**src/rtl/dbg_excctl_pkg.sv**
```systemverilog
package dbg_excctl_pkg;

   typedef enum logic [1:0] {
      EV_IDLE   = 2'd0,
      EV_ENTER  = 2'd1,
      EV_RETURN = 2'd2
   } dbg_ev_e;

   // default type-field mask: bits 0..5, 10..14, 18, 19
   localparam logic [31:0] DEF_TYPE_MASK = 32'h000C_7C3F;

endpackage

```
**src/rtl/dbg_ev_arb.sv**
```systemverilog
module dbg_ev_arb
   import dbg_excctl_pkg::*;
(
   input  logic    req_i,
   input  logic    ret_i,
   output dbg_ev_e ev_o
);
   // entry has priority over return
   always_comb begin
      if (req_i)      ev_o = EV_ENTER;
      else if (ret_i) ev_o = EV_RETURN;
      else            ev_o = EV_IDLE;
   end
endmodule

```
**src/rtl/dbg_ctl_reg.sv**
```systemverilog
module dbg_ctl_reg
   import dbg_excctl_pkg::*;
#(
   parameter int          XLEN      = 32,
   parameter int          DM_POS    = 30,
   parameter int          DBD_POS   = 31,
   parameter int          IEXI_POS  = 20,
   parameter logic [31:0] TYPE_MASK = DEF_TYPE_MASK
) (
   input  logic            clk,
   input  logic            rst_n,
   input  dbg_ev_e         ev_i,
   input  logic [XLEN-1:0] cause_i,
   input  logic            dslot_i,
   output logic [XLEN-1:0] ctl_o,
   output logic            nested_o
);
   localparam logic [XLEN-1:0] MASK_W = XLEN'(TYPE_MASK);

   logic            enter, leave;
   logic [XLEN-1:0] ctl_d;
   logic            unused_cause;

   assign enter        = (ev_i == EV_ENTER);
   assign leave        = (ev_i == EV_RETURN);
   assign unused_cause = ^(cause_i & ~MASK_W);

   for (genvar i = 0; i < XLEN; i++) begin : g_bit
      if (MASK_W[i]) begin : g_type
         assign ctl_d[i] = enter ? cause_i[i] : ctl_o[i];
      end else if (i == DM_POS || i == IEXI_POS) begin : g_mode
         assign ctl_d[i] = enter ? 1'b1 : (leave ? 1'b0 : ctl_o[i]);
      end else if (i == DBD_POS) begin : g_slot
         assign ctl_d[i] = enter ? dslot_i : ctl_o[i];
      end else begin : g_zero
         assign ctl_d[i] = 1'b0;
      end
   end

   always_ff @(posedge clk or negedge rst_n) begin
      if (!rst_n) begin
         ctl_o    <= '0;
         nested_o <= 1'b0;
      end else begin
         ctl_o    <= ctl_d;
         nested_o <= enter & ctl_o[DM_POS];
      end
   end
endmodule

```
**src/rtl/dbg_pc_path.sv**
```systemverilog
module dbg_pc_path
   import dbg_excctl_pkg::*;
#(
   parameter int              XLEN = 32,
   parameter logic [XLEN-1:0] VEC  = 32'hBFC0_0480
) (
   input  logic            clk,
   input  logic            rst_n,
   input  dbg_ev_e         ev_i,
   input  logic [XLEN-1:0] pc_i,
   input  logic            isa_i,
   output logic [XLEN-1:0] depc_o,
   output logic [XLEN-1:0] new_pc_o,
   output logic            isa_o,
   output logic            redirect_o,
   output logic            irq_clr_o
);
   always_ff @(posedge clk or negedge rst_n) begin
      if (!rst_n) begin
         depc_o     <= '0;
         new_pc_o   <= '0;
         isa_o      <= 1'b0;
         redirect_o <= 1'b0;
         irq_clr_o  <= 1'b0;
      end else begin
         redirect_o <= (ev_i != EV_IDLE);
         irq_clr_o  <= (ev_i == EV_ENTER);
         unique case (ev_i)
            EV_ENTER: begin
               depc_o   <= pc_i | XLEN'(isa_i);
               new_pc_o <= VEC;
               isa_o    <= 1'b0;
            end
            EV_RETURN: begin
               new_pc_o <= {depc_o[XLEN-1:1], 1'b0};
               isa_o    <= depc_o[0];
            end
            default: ;
         endcase
      end
   end
endmodule

```
**src/rtl/dbg_excctl.sv**
```systemverilog
module dbg_excctl
   import dbg_excctl_pkg::*;
#(
   parameter int              XLEN      = 32,
   parameter logic [XLEN-1:0] VEC       = 32'hBFC0_0480,
   parameter int              DM_POS    = 30,
   parameter int              DBD_POS   = 31,
   parameter int              IEXI_POS  = 20,
   parameter logic [31:0]     TYPE_MASK = DEF_TYPE_MASK
) (
   input  logic            clk,
   input  logic            rst_n,
   input  logic            dbg_req_i,
   input  logic [XLEN-1:0] dbg_cause_i,
   input  logic            dslot_i,
   input  logic [XLEN-1:0] pc_i,
   input  logic            isa_i,
   input  logic            deret_i,
   output logic            redirect_o,
   output logic [XLEN-1:0] new_pc_o,
   output logic            isa_o,
   output logic            irq_clr_o,
   output logic            nested_o,
   output logic [XLEN-1:0] dbg_ctl_o,
   output logic [XLEN-1:0] depc_o
);
   localparam logic [XLEN-1:0] MASK_W = XLEN'(TYPE_MASK);

   if (XLEN < 32) begin : g_bad_xlen
      $error("dbg_excctl: XLEN must be at least 32");
   end
   if (DM_POS >= XLEN || DBD_POS >= XLEN || IEXI_POS >= XLEN) begin : g_bad_pos
      $error("dbg_excctl: control bit position outside the word");
   end
   if (DM_POS == DBD_POS || DM_POS == IEXI_POS || DBD_POS == IEXI_POS) begin : g_bad_dup
      $error("dbg_excctl: control bit positions overlap");
   end
   if (MASK_W[DM_POS] || MASK_W[DBD_POS] || MASK_W[IEXI_POS]) begin : g_bad_mask
      $error("dbg_excctl: type mask covers a control bit");
   end
   if (VEC[0]) begin : g_bad_vec
      $error("dbg_excctl: debug vector must be even");
   end

   dbg_ev_e ev;

   dbg_ev_arb u_arb (
      .req_i (dbg_req_i),
      .ret_i (deret_i),
      .ev_o  (ev)
   );

   dbg_ctl_reg #(
      .XLEN      (XLEN),
      .DM_POS    (DM_POS),
      .DBD_POS   (DBD_POS),
      .IEXI_POS  (IEXI_POS),
      .TYPE_MASK (TYPE_MASK)
   ) u_ctl (
      .clk      (clk),
      .rst_n    (rst_n),
      .ev_i     (ev),
      .cause_i  (dbg_cause_i),
      .dslot_i  (dslot_i),
      .ctl_o    (dbg_ctl_o),
      .nested_o (nested_o)
   );

   dbg_pc_path #(
      .XLEN (XLEN),
      .VEC  (VEC)
   ) u_pc (
      .clk        (clk),
      .rst_n      (rst_n),
      .ev_i       (ev),
      .pc_i       (pc_i),
      .isa_i      (isa_i),
      .depc_o     (depc_o),
      .new_pc_o   (new_pc_o),
      .isa_o      (isa_o),
      .redirect_o (redirect_o),
      .irq_clr_o  (irq_clr_o)
   );
endmodule

```
**config.mk**
```make
export PLATFORM = sky130hd
export DESIGN_NAME = dbg_excctl
export DESIGN_NICKNAME = d
export VERILOG_FILES = /design/src/rtl/dbg_excctl_pkg.sv /design/src/rtl/dbg_ev_arb.sv /design/src/rtl/dbg_ctl_reg.sv /design/src/rtl/dbg_pc_path.sv /design/src/rtl/dbg_excctl.sv
export SDC_FILE = /design/constraint.sdc
export NUM_CORES = 1
export LEC_CHECK = 0
export ABC_AREA = 1
export BUFFER_PORTS_ARGS = -buffer_cell sky130_fd_sc_hd__buf_2
export CAP_MARGIN = 20
export CORE_MARGIN = 10
export CORE_UTILIZATION = 48
export DETAILED_ROUTE_END_ITERATION = 8
export HOLD_SLACK_MARGIN = 0.15
export PLACE_DENSITY = 0.92
export SYNTH_ARGS = -nofsm -noshare
export SYNTH_HDL_FRONTEND = slang
export SYNTH_SLANG_ARGS = --single-unit
```
**constraint.sdc**
```tcl
create_clock -name clk -period 1.1 [get_ports clk]
set_input_delay 0.055 -clock clk [delete_from_list [all_inputs] [get_ports clk]]
set_output_delay 0.055 -clock clk [all_outputs]
set_load 0.005 [all_outputs]
```
## Word-level counts from Yosys, hierarchy flattened

Index checks and enable logic that the tools add are counted.

- Memories: 0
- Bits of input ports: 70
- Output and inout bits: 100
- Flip-flop bits (word level): 83
- Bits in read-only memories: 0
- Bits in writable memories: 0
- Bits in latches: 0
- Word-level logic and storage cells: 20

- Mux-type cells: 6
- Bitwise gates (word level): 2
- Add/subtract/negate cells: 0
- Shift operators: 0
- Divide/modulo/power cells: 0
- Order comparisons: 0
- Equal/unequal tests: 2
- Reduce and logical (&&, ||, !) cells: 2
- $mul: 0

Operators with widths:

| cell | count |
|---|---|
| one-hot mux 32 bit (2 select lines) | 1 |
| bitwise OR 32 x 1 -> 32 bit | 1 |
| 2-to-1 mux 2 bit | 2 |
| nonzero test 2 bit | 2 |
| == test 2 x 1 -> 1 bit, second input constant | 1 |
| == test 2 bit, second input constant | 1 |
| 2-to-1 mux 1 bit | 2 |
| one-hot mux 1 bit (2 select lines) | 1 |
| bitwise AND 1 bit | 1 |

## Logic depth before layout (Yosys ltp)

- Depth in word-level cells: 5
- Gate-level depth with buffers: 6
- Depth with buffers taken out: 3

## Hierarchy

A second synthesis with hierarchy kept.

- Cell total of the unflattened synthesis: 389
- Area total of the unflattened synthesis: 3,538.4 um^2

Modules (own cells, without submodules):

| module | area each (um^2) | cells an instance | times used | sequential area each (um^2) |
|---|---|---|---|---|
| dbg_pc_path | 2,713.9 | 297 | 1 | 1,651.6 |
| dbg_ctl_reg | 807.0 | 89 | 1 | 400.4 |
| dbg_ev_arb | 17.5 | 3 | 1 | 0.0 |

## Worst setup path before layout

Ideal clock, no wire load.

- Kind: input -> register
- Start point: input port dbg_req_i
- End point: register u_pc.depc_o[11]
- Arrival: 0.598 ns
- Slack: 0.386 ns
- Cell stages on the path: 5
- Setup time: 0.117 ns
- Path buffers: 3
- Required time: 0.983 ns
- Cell sequence: buf_4 > buf_4 > buf_4 > nand2_1 > nand2_1

- Word-level cells in the longest chain between the ends: 2

RTL lines:

| item | RTL line | text |
|---|---|---|
| start, declared | dbg_excctl.sv:13 | `input logic dbg_req_i,` |
| 2-to-1 mux 2 bit | dbg_ev_arb.sv:10 | `if (req_i) ev_o = EV_ENTER;` |
| == test 2 x 1 -> 1 bit | dbg_pc_path.sv:28 | `unique case (ev_i)` |
| end signal, assigned | dbg_pc_path.sv:30 | `depc_o <= pc_i \| XLEN'(isa_i);` |
| end, declared | dbg_pc_path.sv:12 | `output logic [XLEN-1:0] depc_o,` |

Every way passes these cells.
A chain may end at the register's enable or synchronous reset.

## Worst setup path in the final report

- Start point: input port deret_i
- End point: register u_pc.new_pc_o[10]

- Word-level cells in the longest chain between the ends: 4
- Elaborated cells between the ends (all ways): 6
- Classes of those cells: eq/ne: 2; mux: 3; reduce/logical: 1

RTL lines:

| item | RTL line | text |
|---|---|---|
| start, declared | dbg_excctl.sv:18 | `input logic deret_i,` |
| 2-to-1 mux 2 bit (*) | dbg_ev_arb.sv:11 | `else if (ret_i) ev_o = EV_RETURN;` |
| 2-to-1 mux 2 bit (*) | dbg_ev_arb.sv:10 |  |
| == test 2 bit / == test 2 x 1 -> 1 bit (equally long branches) | dbg_pc_path.sv:28 |  |
| one-hot mux 32 bit (2 select lines) / nonzero test 2 bit (equally long branches) | -- |  |
| end signal, assigned | dbg_pc_path.sv:35 | `new_pc_o <= {depc_o[XLEN-1:1], 1'b0};` |
| end, declared | dbg_pc_path.sv:13 | `output logic [XLEN-1:0] new_pc_o,` |

Mark *: on every way between the ends. The rest lies on a longest branch, timed or not. The select of a mux whose other input is x is not followed.

==> qor.yml <==
overflow: 0
grt_pass1_vias: 2962
critical_path_class: "in -> reg"
cts.repair.resized: 0
num_antenna_cells: 0
critPathMaxFanout: 19
drt_iter0_markers: 156
ys_seq_area_share_pct: 62.4
ctsHoldBuffers: 49
irDropWorstVdd_mv: 0.911
maxSlewViolCount: 0
synth_xor_area_share_pct: 0
synth-simple-area-share_pct: 26.8
run_status: "completed"
cp.required_ns: 1.31
htreeDepth: 3
rsz0062_at_grt: "no"
setup_tns_ns: 0
core_sq_mm: 0.00672
power.density_mw_per_mm2: 1400
layout_setup_ws_ns: 0.134
finalWirelength_mm: 9.51
cts_setup_buffers: 0
hpwl_mm: 6.27
max_stage_delay_ns: 0.54
setup_viol: 0
ys_types: 13
synth_fa_ha_area_share_pct: 0
clk_pin_slew_worst_paths_ns: 0.08
cts_buffers: 9
drc_errors: 0
antenna_found_initial: 0
cp_cell_sequence: "dlygate4sd3_1 > buf_2 > buf_4 > a21oi_1 > nand2_1"
crit_path_start_kind: "input port"
dpl.cell_count: 563
synth_cells: 364
area_growth_pct: 41.2
fin_nets: 613
num_rows: 30
grt_usage_pct: 17.9
clockBufferDepth: 2
pin_count: 170
vias_per_cell: 4.66
total_power_w: 0.00652
clockRootBuffer: "clkbuf_8"
cp_data_arrival_time_ns: 1.18
fin_skew_ns: 0.00878
cp_slowest_cell: "dlygate4sd3_1"
place_ws_ns: 0.246
nFillCells: 488
drt_first_pass_iters: 4
clk_latency_ns: 0.33
port_buffers: 133
grt_pass1_wl_mm: 14.9
min_period_ns: 0.966
wl_per_cell_um: 15.2
ys_warn_count: 0
synth_top_family_by_area: "simple AND/OR/NAND/NOR gates"
holdCritPathClass: "in -> reg"
synth.area.mux_share_pct: 0
cts_tree: "yes"
die_x_um: 103
die_h_um: 103
netlist_area_sq_mm: 0.00329
max_cap_violations: 0
cts.sinks: 82
fin_util_pct: 69.1
p_leak_nw: 2.65
synth-seq-cells: 82
vias: 2917
ant_nets: 0
start_util_pct: 48.9
hold_viol: 0
syn_area_per_cell_sq_um: 9.03
drive_above_1_share_pct: 29.1
max_freq_mhz: 1030
min_period_over_period_pct: 87.8
instances_no_fill: 626
synth_compound_area_share_pct: 1.83
grt_max_degree: 83
gp_congestion: 0.737
die_area_sq_mm: 0.0106
critPathCaptureType: "register"
-- cell type report --
| class | instances | area, sq um | area share (%) |
|---|---|---|---|
| clock buffer | 11 | 151 | 3.26 |
| clock inverter | 3 | 40.0 | 0.862 |
| inverter | 3 | 11.3 | 0.242 |
| multi-input combinational | 255 | 1010 | 21.7 |
| sequential | 82 | 2050 | 44.2 |
| tap | 80 | 100 | 2.16 |
| timing repair buffer | 192 | 1280 | 27.6 |
-- worst paths after layout --
check	end	cells past startpoint	slack [ns]	start
worst max-delay path	u_pc.new_pc_o[10]	5	0.13	deret_i
worst min-delay path	u_pc.redirect_o	4	0.19	dbg_req_i
worst max register to register	u_pc.new_pc_o[31]	2	0.36	u_pc.depc_o[31]
worst min register to register	u_ctl.ctl_o[3]	2	0.47	u_ctl.ctl_o[3]
max in group asynchronous	u_pc.depc_o[28]	3	0.46	rst_n
min in group asynchronous	u_pc.new_pc_o[6]	3	0.30	rst_n
-- placed cells by master, fill, tap and decap left out --
| cell | count |
|---|---|
| a21oi_1 | 11 |
| buf_12 | 4 |
| buf_2 | 132 |
| buf_4 | 7 |
| bufinv_16 | 1 |
| clkbuf_8 | 11 |
| clkinv_2 | 2 |
| conb_1 | 17 |
| dfrtp_1 | 82 |
| dlygate4sd3_1 | 49 |
| inv_1 | 2 |
| inv_2 | 1 |
| nand2_1 | 204 |
| nand3_1 | 21 |
| nor2_4 | 1 |
| o21ai_0 | 1 |
-- per-layer routing --
layer | vias up | GRT usage [%] | share of wire, %
li1 | 1431 | - | -
met1 | 1374 | 20.0 | 38
met2 | 99 | 31.9 | 53
met3 | 13 | 5.23 | 7.3
met4 | 0 | 5.99 | 1.4
met5 | - | 0 | 0
-- per-stage QoR --
stage	cell area (sq um)	hold WS, ns
2_1_floorplan	3350	-0.241
3_3_place_gp	3960	0.110
3_5_place_dp	3960	0.118
4_1_cts	4640	0.189
5_1_grt	4640	0.201
6_report	4640	0.191
-- power by group --
| group | internal [W] | switching, W | total (W) |
|---|---|---|---|
| Combinational | 0.000489 | 0.000518 | 0.00101 |
| Sequential | 0.00325 | 0.000154 | 0.00341 |
| Clock | 0.00114 | 0.000968 | 0.00211 |
-- synthesized netlist by cell type --
library cell	number	area share [%]
nand3_1	21	3.2
nand2_1	204	23
conb_1	1	0.11
nor2_4	1	0.34
a21oi_1	11	1.7
buf_6	3	1.0
inv_1	2	0.23
dfrtp_1	82	62
inv_2	1	0.11
o21ai_0	1	0.15
buf_2	10	1.5
buf_4	25	5.7
clkbuf_1	2	0.23
-- critical path, delay by kind of cell --
kind	cells	cell delay (ns)
and+or+nand+nor	1	0.06
AOI/OAI and AO/OA	1	0.17
buffers and inverters	3	0.89
-- sequential cells by signal (all words and copies together) (netlist names) --
register	count
u_ctl.ctl_o	15
u_ctl.nested_o	1
u_pc.depc_o	32
u_pc.irq_clr_o	1
u_pc.isa_o	1
u_pc.new_pc_o	31
u_pc.redirect_o	1
-- kinds of logic after synthesis --
| family | after synthesis |
|---|---|
| AO/OA/AOI/OAI | 12 |
| AND/OR/NAND/NOR | 226 |
| buffers and inverters | 43 |
| other | 1 |
| flip-flops | 82 |
Note: power is estimated with default switching activity, not from simulation.
